$ cat src/rtl/acc_alu_pkg.sv
// Shared operation codes and the event record passed from the datapath
// to the flag unit. Assumes a 5-bit operation field.
package acc_alu_pkg;

    localparam int OP_W = 5;
    localparam int NREG = 5;
    localparam int IX_A = 0;
    localparam int IX_B = 1;
    localparam int IX_C = 2;
    localparam int IX_H = 3;
    localparam int IX_L = 4;

    typedef enum logic [OP_W-1:0] {
        OP_IDLE   = 5'd0,
        OP_LDI_A  = 5'd1,
        OP_INC_A  = 5'd2,
        OP_DEC_A  = 5'd3,
        OP_INC_B  = 5'd4,
        OP_DEC_B  = 5'd5,
        OP_INC_C  = 5'd6,
        OP_DEC_C  = 5'd7,
        OP_INC_HL = 5'd8,
        OP_DEC_HL = 5'd9,
        OP_ADD_B  = 5'd10,
        OP_ADD_C  = 5'd11,
        OP_SUB_B  = 5'd12,
        OP_SUB_C  = 5'd13,
        OP_SHL_A  = 5'd14,
        OP_SHR_A  = 5'd15,
        OP_CLR_C  = 5'd16,
        OP_A2B    = 5'd17,
        OP_B2A    = 5'd18,
        OP_A2C    = 5'd19,
        OP_C2A    = 5'd20,
        OP_A2H    = 5'd21,
        OP_H2A    = 5'd22,
        OP_A2L    = 5'd23,
        OP_L2A    = 5'd24,
        OP_CMP_AB = 5'd25,
        OP_CMP_AC = 5'd26,
        OP_CMP_AI = 5'd27,
        OP_CMP_BI = 5'd28,
        OP_CMP_CI = 5'd29
    } op_e;

    // Flag-relevant events raised by one operation.
    typedef struct packed {
        logic idle;      // nothing may change
        logic cmp;       // compare: Z/N from operands
        logic cmp_eq;
        logic cmp_lt;
        logic carry_out; // add overflowed the byte
        logic wrap_up;   // increment reached zero
        logic wrap_dn;   // decrement reached all ones
        logic sub_op;    // subtract: N from borrow
        logic sub_lt;
        logic clr_c;
    } flag_ev_t;

endpackage

$ cat src/rtl/acc_alu_regfile.sv
// Byte register bank with one write enable per register.
// Assumes synchronous active-low reset clearing every entry.
module acc_alu_regfile #(
    parameter int W    = 8,
    parameter int NREG = 5
) (
    input  logic                     clk,
    input  logic                     rst_n,
    input  logic [NREG-1:0]          we,
    input  logic [NREG-1:0][W-1:0]   wd,
    output logic [NREG-1:0][W-1:0]   q
);

    for (genvar i = 0; i < NREG; i++) begin : g_reg
        // Hold or load one register each edge.
        always_ff @(posedge clk) begin
            if (!rst_n)
                q[i] <= '0;
            else if (we[i])
                q[i] <= wd[i];
        end
    end

endmodule

$ cat src/rtl/acc_alu_datapath.sv
// Combinational datapath: decodes the operation, forms new register
// values with write enables, and reports flag events.
// Assumes the register bank order A, B, C, H, L from the package.
module acc_alu_datapath
    import acc_alu_pkg::*;
#(
    parameter int W = 8
) (
    input  logic [OP_W-1:0]          op_code,
    input  logic [W-1:0]             imm,
    input  logic [NREG-1:0][W-1:0]   q,
    output logic [NREG-1:0]          we,
    output logic [NREG-1:0][W-1:0]   wd,
    output flag_ev_t                 ev,
    output logic [W-1:0]             a_after
);

    localparam int PW = 2 * W;
    localparam logic [W-1:0]  ONES  = {W{1'b1}};
    localparam logic [PW-1:0] PONES = {PW{1'b1}};

    op_e            op;
    logic [W-1:0]   a, b, c;
    logic [PW-1:0]  pair, pair_up, pair_dn;
    logic [W:0]     sum_ab, sum_ac;
    logic [W-1:0]   cmp_x, cmp_y;

    assign op      = op_e'(op_code);
    assign a       = q[IX_A];
    assign b       = q[IX_B];
    assign c       = q[IX_C];
    assign pair    = {q[IX_H], q[IX_L]};
    assign pair_up = pair + 1'b1;
    assign pair_dn = pair - 1'b1;
    assign sum_ab  = {1'b0, a} + {1'b0, b};
    assign sum_ac  = {1'b0, a} + {1'b0, c};

    // Pick the two compare operands.
    always_comb begin
        cmp_x = a;
        cmp_y = imm;
        unique case (op)
            OP_CMP_AB: cmp_y = b;
            OP_CMP_AC: cmp_y = c;
            OP_CMP_BI: cmp_x = b;
            OP_CMP_CI: cmp_x = c;
            default: ;
        endcase
    end

    // Decode the operation into writes and flag events.
    always_comb begin
        we         = '0;
        wd         = q;
        ev         = '0;
        ev.cmp_eq  = (cmp_x == cmp_y);
        ev.cmp_lt  = (cmp_x < cmp_y);
        case (op)
            OP_LDI_A: begin we[IX_A] = 1'b1; wd[IX_A] = imm; end
            OP_INC_A: begin
                we[IX_A] = 1'b1; wd[IX_A] = a + 1'b1;
                ev.wrap_up = (a == ONES);
            end
            OP_DEC_A: begin
                we[IX_A] = 1'b1; wd[IX_A] = a - 1'b1;
                ev.wrap_dn = (a == '0);
            end
            OP_INC_B: begin
                we[IX_B] = 1'b1; wd[IX_B] = b + 1'b1;
                ev.wrap_up = (b == ONES);
            end
            OP_DEC_B: begin
                we[IX_B] = 1'b1; wd[IX_B] = b - 1'b1;
                ev.wrap_dn = (b == '0);
            end
            OP_INC_C: begin
                we[IX_C] = 1'b1; wd[IX_C] = c + 1'b1;
                ev.wrap_up = (c == ONES);
            end
            OP_DEC_C: begin
                we[IX_C] = 1'b1; wd[IX_C] = c - 1'b1;
                ev.wrap_dn = (c == '0);
            end
            OP_INC_HL: begin
                we[IX_H] = 1'b1; we[IX_L] = 1'b1;
                {wd[IX_H], wd[IX_L]} = pair_up;
                ev.wrap_up = (pair == PONES);
            end
            OP_DEC_HL: begin
                we[IX_H] = 1'b1; we[IX_L] = 1'b1;
                {wd[IX_H], wd[IX_L]} = pair_dn;
                ev.wrap_dn = (pair == '0);
            end
            OP_ADD_B: begin
                we[IX_A] = 1'b1; wd[IX_A] = sum_ab[W-1:0];
                ev.carry_out = sum_ab[W];
            end
            OP_ADD_C: begin
                we[IX_A] = 1'b1; wd[IX_A] = sum_ac[W-1:0];
                ev.carry_out = sum_ac[W];
            end
            OP_SUB_B: begin
                we[IX_A] = 1'b1; wd[IX_A] = a - b;
                ev.sub_op = 1'b1; ev.sub_lt = (a < b);
            end
            OP_SUB_C: begin
                we[IX_A] = 1'b1; wd[IX_A] = a - c;
                ev.sub_op = 1'b1; ev.sub_lt = (a < c);
            end
            OP_SHL_A: begin we[IX_A] = 1'b1; wd[IX_A] = {a[W-2:0], 1'b0}; end
            OP_SHR_A: begin we[IX_A] = 1'b1; wd[IX_A] = {1'b0, a[W-1:1]}; end
            OP_CLR_C: ev.clr_c = 1'b1;
            OP_A2B:   begin we[IX_B] = 1'b1; wd[IX_B] = a; end
            OP_B2A:   begin we[IX_A] = 1'b1; wd[IX_A] = b; end
            OP_A2C:   begin we[IX_C] = 1'b1; wd[IX_C] = a; end
            OP_C2A:   begin we[IX_A] = 1'b1; wd[IX_A] = c; end
            OP_A2H:   begin we[IX_H] = 1'b1; wd[IX_H] = a; end
            OP_H2A:   begin we[IX_A] = 1'b1; wd[IX_A] = q[IX_H]; end
            OP_A2L:   begin we[IX_L] = 1'b1; wd[IX_L] = a; end
            OP_L2A:   begin we[IX_A] = 1'b1; wd[IX_A] = q[IX_L]; end
            OP_CMP_AB, OP_CMP_AC, OP_CMP_AI, OP_CMP_BI, OP_CMP_CI:
                ev.cmp = 1'b1;
            default:  ev.idle = 1'b1;
        endcase
    end

    assign a_after = we[IX_A] ? wd[IX_A] : a;

endmodule

$ cat src/rtl/acc_alu_flags.sv
// Sticky status flags. Each flag holds unless an event from the
// datapath names it. Assumes synchronous active-low reset.
module acc_alu_flags
    import acc_alu_pkg::*;
#(
    parameter int W = 8
) (
    input  logic           clk,
    input  logic           rst_n,
    input  flag_ev_t       ev,
    input  logic [W-1:0]   a_after,
    output logic           z,
    output logic           n,
    output logic           c,
    output logic           v
);

    logic z_nx, n_nx, c_nx, v_nx;

    // Resolve the next value of each flag from this cycle's events.
    always_comb begin
        z_nx = z;
        n_nx = n;
        c_nx = c;
        v_nx = v;
        if (!ev.idle) begin
            z_nx = ev.cmp ? ev.cmp_eq : (a_after == '0);
            if (ev.cmp)          n_nx = ev.cmp_lt;
            else if (ev.sub_op)  n_nx = ev.sub_lt;
            else if (ev.wrap_up) n_nx = 1'b0;
            else if (ev.wrap_dn) n_nx = 1'b1;
            if (ev.clr_c)          c_nx = 1'b0;
            else if (ev.carry_out) c_nx = 1'b1;
            if (ev.carry_out || ev.wrap_up) v_nx = 1'b1;
            else if (ev.wrap_dn)            v_nx = 1'b0;
        end
    end

    // Register the four flags.
    always_ff @(posedge clk) begin
        if (!rst_n) begin
            z <= 1'b0; n <= 1'b0; c <= 1'b0; v <= 1'b0;
        end else begin
            z <= z_nx; n <= n_nx; c <= c_nx; v <= v_nx;
        end
    end

endmodule

$ cat src/rtl/acc_alu.sv
// Top of the accumulator ALU: register bank, datapath and flag unit.
// One operation per cycle; results appear after the next rising edge.
module acc_alu
    import acc_alu_pkg::*;
#(
    parameter int DATA_W = 8
) (
    input  logic                  clk,
    input  logic                  rst_n,
    input  logic [OP_W-1:0]       op_code,
    input  logic [DATA_W-1:0]     imm,
    output logic [DATA_W-1:0]     acc,
    output logic [DATA_W-1:0]     reg_b,
    output logic [DATA_W-1:0]     reg_c,
    output logic [2*DATA_W-1:0]   reg_hl,
    output logic                  flag_z,
    output logic                  flag_n,
    output logic                  flag_c,
    output logic                  flag_v
);

    logic [NREG-1:0]              we;
    logic [NREG-1:0][DATA_W-1:0]  wd, q;
    flag_ev_t                     ev;
    logic [DATA_W-1:0]            a_after;

    acc_alu_regfile #(.W(DATA_W), .NREG(NREG)) u_regs (
        .clk(clk), .rst_n(rst_n), .we(we), .wd(wd), .q(q)
    );

    acc_alu_datapath #(.W(DATA_W)) u_dp (
        .op_code(op_code), .imm(imm), .q(q),
        .we(we), .wd(wd), .ev(ev), .a_after(a_after)
    );

    acc_alu_flags #(.W(DATA_W)) u_flags (
        .clk(clk), .rst_n(rst_n), .ev(ev), .a_after(a_after),
        .z(flag_z), .n(flag_n), .c(flag_c), .v(flag_v)
    );

    assign acc    = q[IX_A];
    assign reg_b  = q[IX_B];
    assign reg_c  = q[IX_C];
    assign reg_hl = {q[IX_H], q[IX_L]};

endmodule

$ cat config.mk
export PLATFORM = sky130hd
export DESIGN_NAME = acc_alu
export DESIGN_NICKNAME = d
export VERILOG_FILES = /design/src/rtl/acc_alu_pkg.sv /design/src/rtl/acc_alu_regfile.sv /design/src/rtl/acc_alu_datapath.sv /design/src/rtl/acc_alu_flags.sv /design/src/rtl/acc_alu.sv
export SDC_FILE = /design/constraint.sdc
export NUM_CORES = 1
export LEC_CHECK = 0
export BUFFER_PORTS_ARGS = -buffer_cell sky130_fd_sc_hd__buf_2
export CAP_MARGIN = 25
export CORE_ASPECT_RATIO = 0.7
export CORE_UTILIZATION = 25
export CTS_BUF_LIST = sky130_fd_sc_hd__clkbuf_4 sky130_fd_sc_hd__clkbuf_8
export DETAILED_ROUTE_END_ITERATION = 8
export MAX_ROUTING_LAYER = met4
export SLEW_MARGIN = 25
export SYNTH_ARGS = -nofsm -noshare
export SYNTH_HDL_FRONTEND = slang
export SYNTH_HIERARCHICAL = 1
export SYNTH_SLANG_ARGS = --single-unit
$ cat constraint.sdc
create_clock -name clk -period 3.4 [get_ports clk]
set_clock_uncertainty 0.05 [all_clocks]
set_input_delay 0.17 -clock clk [delete_from_list [all_inputs] [get_ports clk]]
set_output_delay 0.17 -clock clk [all_outputs]
set_load 0.005 [all_outputs]
==> flow_summary.ini <==
[clock_network]
cts_hold_buffers = 0
clk_pin_slew_ps = 110
cts_max_level = 2
clkSinkCount = 44
cts_buffers = 5
cts_tree = done
post-cts-setup-buffers = 0
worstSkewPairLatency_ps = 350
cts_resized = 0
root_buffer = clkbuf_8
cts_max_path_buffers = 2

[sta]
worstMarginPinSlew_ps = 900
min_period_ps = 3240
fin_setup_tns_ps = 0
finalHoldViolCount = 0
setup_viol = 0
grt_setup_unrepaired = no
maxSlewHeadroom_pct = 39.8
period_share_pct = 95.4
slew_violations = 0
max_freq_ghz = 0.308

[placement]
port_buffers = 58
dpl.hpwl_um = 22300
gp_congestion = 1.03

[run]
drv_cap = 0

[synth]
synth_fp_nets = 959
synth_top_area_cell = dfxtp_1
yosys-mux-area-fraction_pct = 7.56
syn-cell-area_um2 = 6510
yosysWarnings = 6
synth_common_cells = nor2_1, nand2_1, o21ai_0, ha_1, a21oi_1
synthCells = 877
synth_edf_count = 0
syn_area_per_cell_um2 = 7.42
synth_ff_type = dfxtp_1
synth_area_leaders = dfxtp_1, ha_1, mux2i_1
synth_top_family_by_area = compound AO/OA/AOI/OAI gates
synth_top_area_share_pct = 13.5
synthAdderAreaFrac_pct = 13.7
async_flop_share_pct = 0
yosysSeqAreaShare_pct = 13.5
ys_seq_elements = 44
yosysMostFrequentCell = nor2_1
synth_compound_area_share_pct = 28.1
synth_simple_gate_area_share_pct = 24.7
ys_types = 67
synthXorXnorAreaFrac_pct = 5.65

[floorplanning]
fp.coreArea_um2 = 25100
fp-row-count = 48
start_util_pct = 25.9
fp.dieH_um = 137
die_area_um2 = 26700
die_w_um = 195
io_pins = 59

[drt]
avgViaCountPerCell = 5.80
ant_nets = 0
vias = 7462
drc = 0
drt-total-wl_um = 28500
drt_iter0_drc = 1072
dr.pass1.iters = 8
wl_per_cell_um = 22.1

[power]
p_leak_nw = 3.19
p_per_area_nw_per_um2 = 201
total_power_mw = 1.53
peakVddDrop_mv = 0.152

[worst_setup_path]
r2r.worst_path.cells = 12
r2r_start = u_regs/q[17]
regToRegSetupSlack_ps = 160
crit_type = flop to flop
worstPathArrival_ps = 3480
worstReg2RegEnd = u_flags/z
crit_path_frequent_cell = a32oi_1
cp-end-kind = flop
path_max_fanout = 4
slowest_stage = or4_1
cp_data_required_time_ps = 3640
slowest_delay_ps = 480
setup.worst_path.start_class = flop
crit_chain = inv_1 > ha_1 > nor2b_1 > o31a_1 > or4_1 > a31oi_1 > xnor2_1 > a221oi_2 > a32oi_1 > nor4_2 > a32oi_1 > a21oi_1

[worst_hold_path]
hold_start = imm[1]
hold_path.class = primary input to flop
holdPathStages = 5
whs_endpoint = u_regs/q[1]

[global_routing]
track_usage_pct = 21.9
grt_max_degree = 44
grt_overflow = 0
antenna_found_initial = 0
grt_pass1_vias = 6630
grt_pass1_wl_um = 42600

[final_layout]
fillers = 2716
antenna_cells = 0
final_layout_size_suffix_gt1_share_pct = 15.2
nets = 1043
area.growth.synth_to_final_pct = 16.7
fin_util_pct = 30.2

[run_status]
status = complete, no violations
==> logic make-up after synthesis <==
logic type	after synthesis
compound gates	269
xor+xnor	42
fa+ha+maj	67
buf+inv	92
flops	44
mux	49
simple gates	314
==> worst max-delay path: cells and delay by family (launching register included) <==
family                     cells  cell delay (ps)
AOI/OAI and AO/OA              6             1360
and+or+nand+nor                3              900
DFF                            1              340
adders and majority gates      1              310
xor gates and xnor gates       1              130
buffers and inverters          1              110
==> registers in the layout (all words and copies together), names as in the netlist <==
| name | flops |
|---|---|
| u_flags/v | 1 |
| u_flags/n | 1 |
| u_flags/c | 1 |
| u_flags/z | 1 |
| u_regs/q | 40 |
==> where the power goes <==
part           switching (mW)  leakage, nW  total [mW]  internal [mW]
combinational           0.296         2.77       0.476          0.180
sequential             0.0128        0.356       0.537          0.524
clock                   0.226       0.0642       0.516          0.290
==> per-stage QoR <==
step	area (um^2)	setup slack (ps)	std cells	hold slack, ps
6_report	7590	155	1286	357
5_1_grt	7590	35.9	1286	388
4_1_cts	7570	182	1286	337
3_5_place_dp	7440	43.4	1279	431
3_3_place_gp	7440	99.3	1279	420
2_1_floorplan	6510	255	877	252
==> per-layer routing <==
metal / track usage, % / part of all wire, % / vias up
li1: - / - / 3415
met1: 33.5 / 50 / 3530
met2: 27.3 / 37 / 487
met3: 6.01 / 12 / 30
met4: 3.98 / 1.0 / 0
met5: - / 0 / -
==> layout make-up <==
class                   count  area, um^2  share of cell area (%)
multi-input cells         741        5200                    68.5
flip-flops and latches     44         882                    11.6
repair buffers            125         806                    10.6
well taps                 325         407                    5.36
inverters                  44         165                    2.18
clock buffers               5        68.8                   0.907
clock inverters             2        60.1                   0.791
==> cell usage in the layout (no fill, tap or decap), types with 7 or more instances in the layout <==
| cell | n |
|---|---|
| a21o_1 | 16 |
| a21oi_1 | 52 |
| a221o_1 | 8 |
| a221oi_1 | 11 |
| a22o_1 | 13 |
| a22oi_1 | 31 |
| buf_2 | 58 |
| buf_4 | 66 |
| dfxtp_1 | 43 |
| fa_1 | 7 |
| ha_1 | 60 |
| inv_1 | 44 |
| mux2i_1 | 48 |
| nand2_1 | 69 |
| nand2b_1 | 16 |
| nand3_1 | 21 |
| nand4_1 | 11 |
| nor2_1 | 73 |
| nor2b_1 | 48 |
| nor3_1 | 20 |
| nor4_1 | 11 |
| o21ai_0 | 62 |
| o22ai_1 | 10 |
| or3_1 | 11 |
| xnor2_1 | 22 |
| xor2_1 | 20 |
==> worst max path at each step <==
stage | depth (start not counted) | slack (ps) | end | startpoint
after floorplan | 14 | 250 | u_regs/q[23] | op_code[0]
after global placement | 16 | 100 | u_flags/n | op_code[4]
after detailed placement | 16 | 40 | u_flags/n | op_code[4]
after CTS | 14 | 180 | u_flags/z | u_regs/q[0]
after global routing | 16 | 40 | u_flags/n | op_code[4]
final | 12 | 160 | u_flags/z | u_regs/q[17]
No activity file was read; power rests on OpenSTA's default activity.
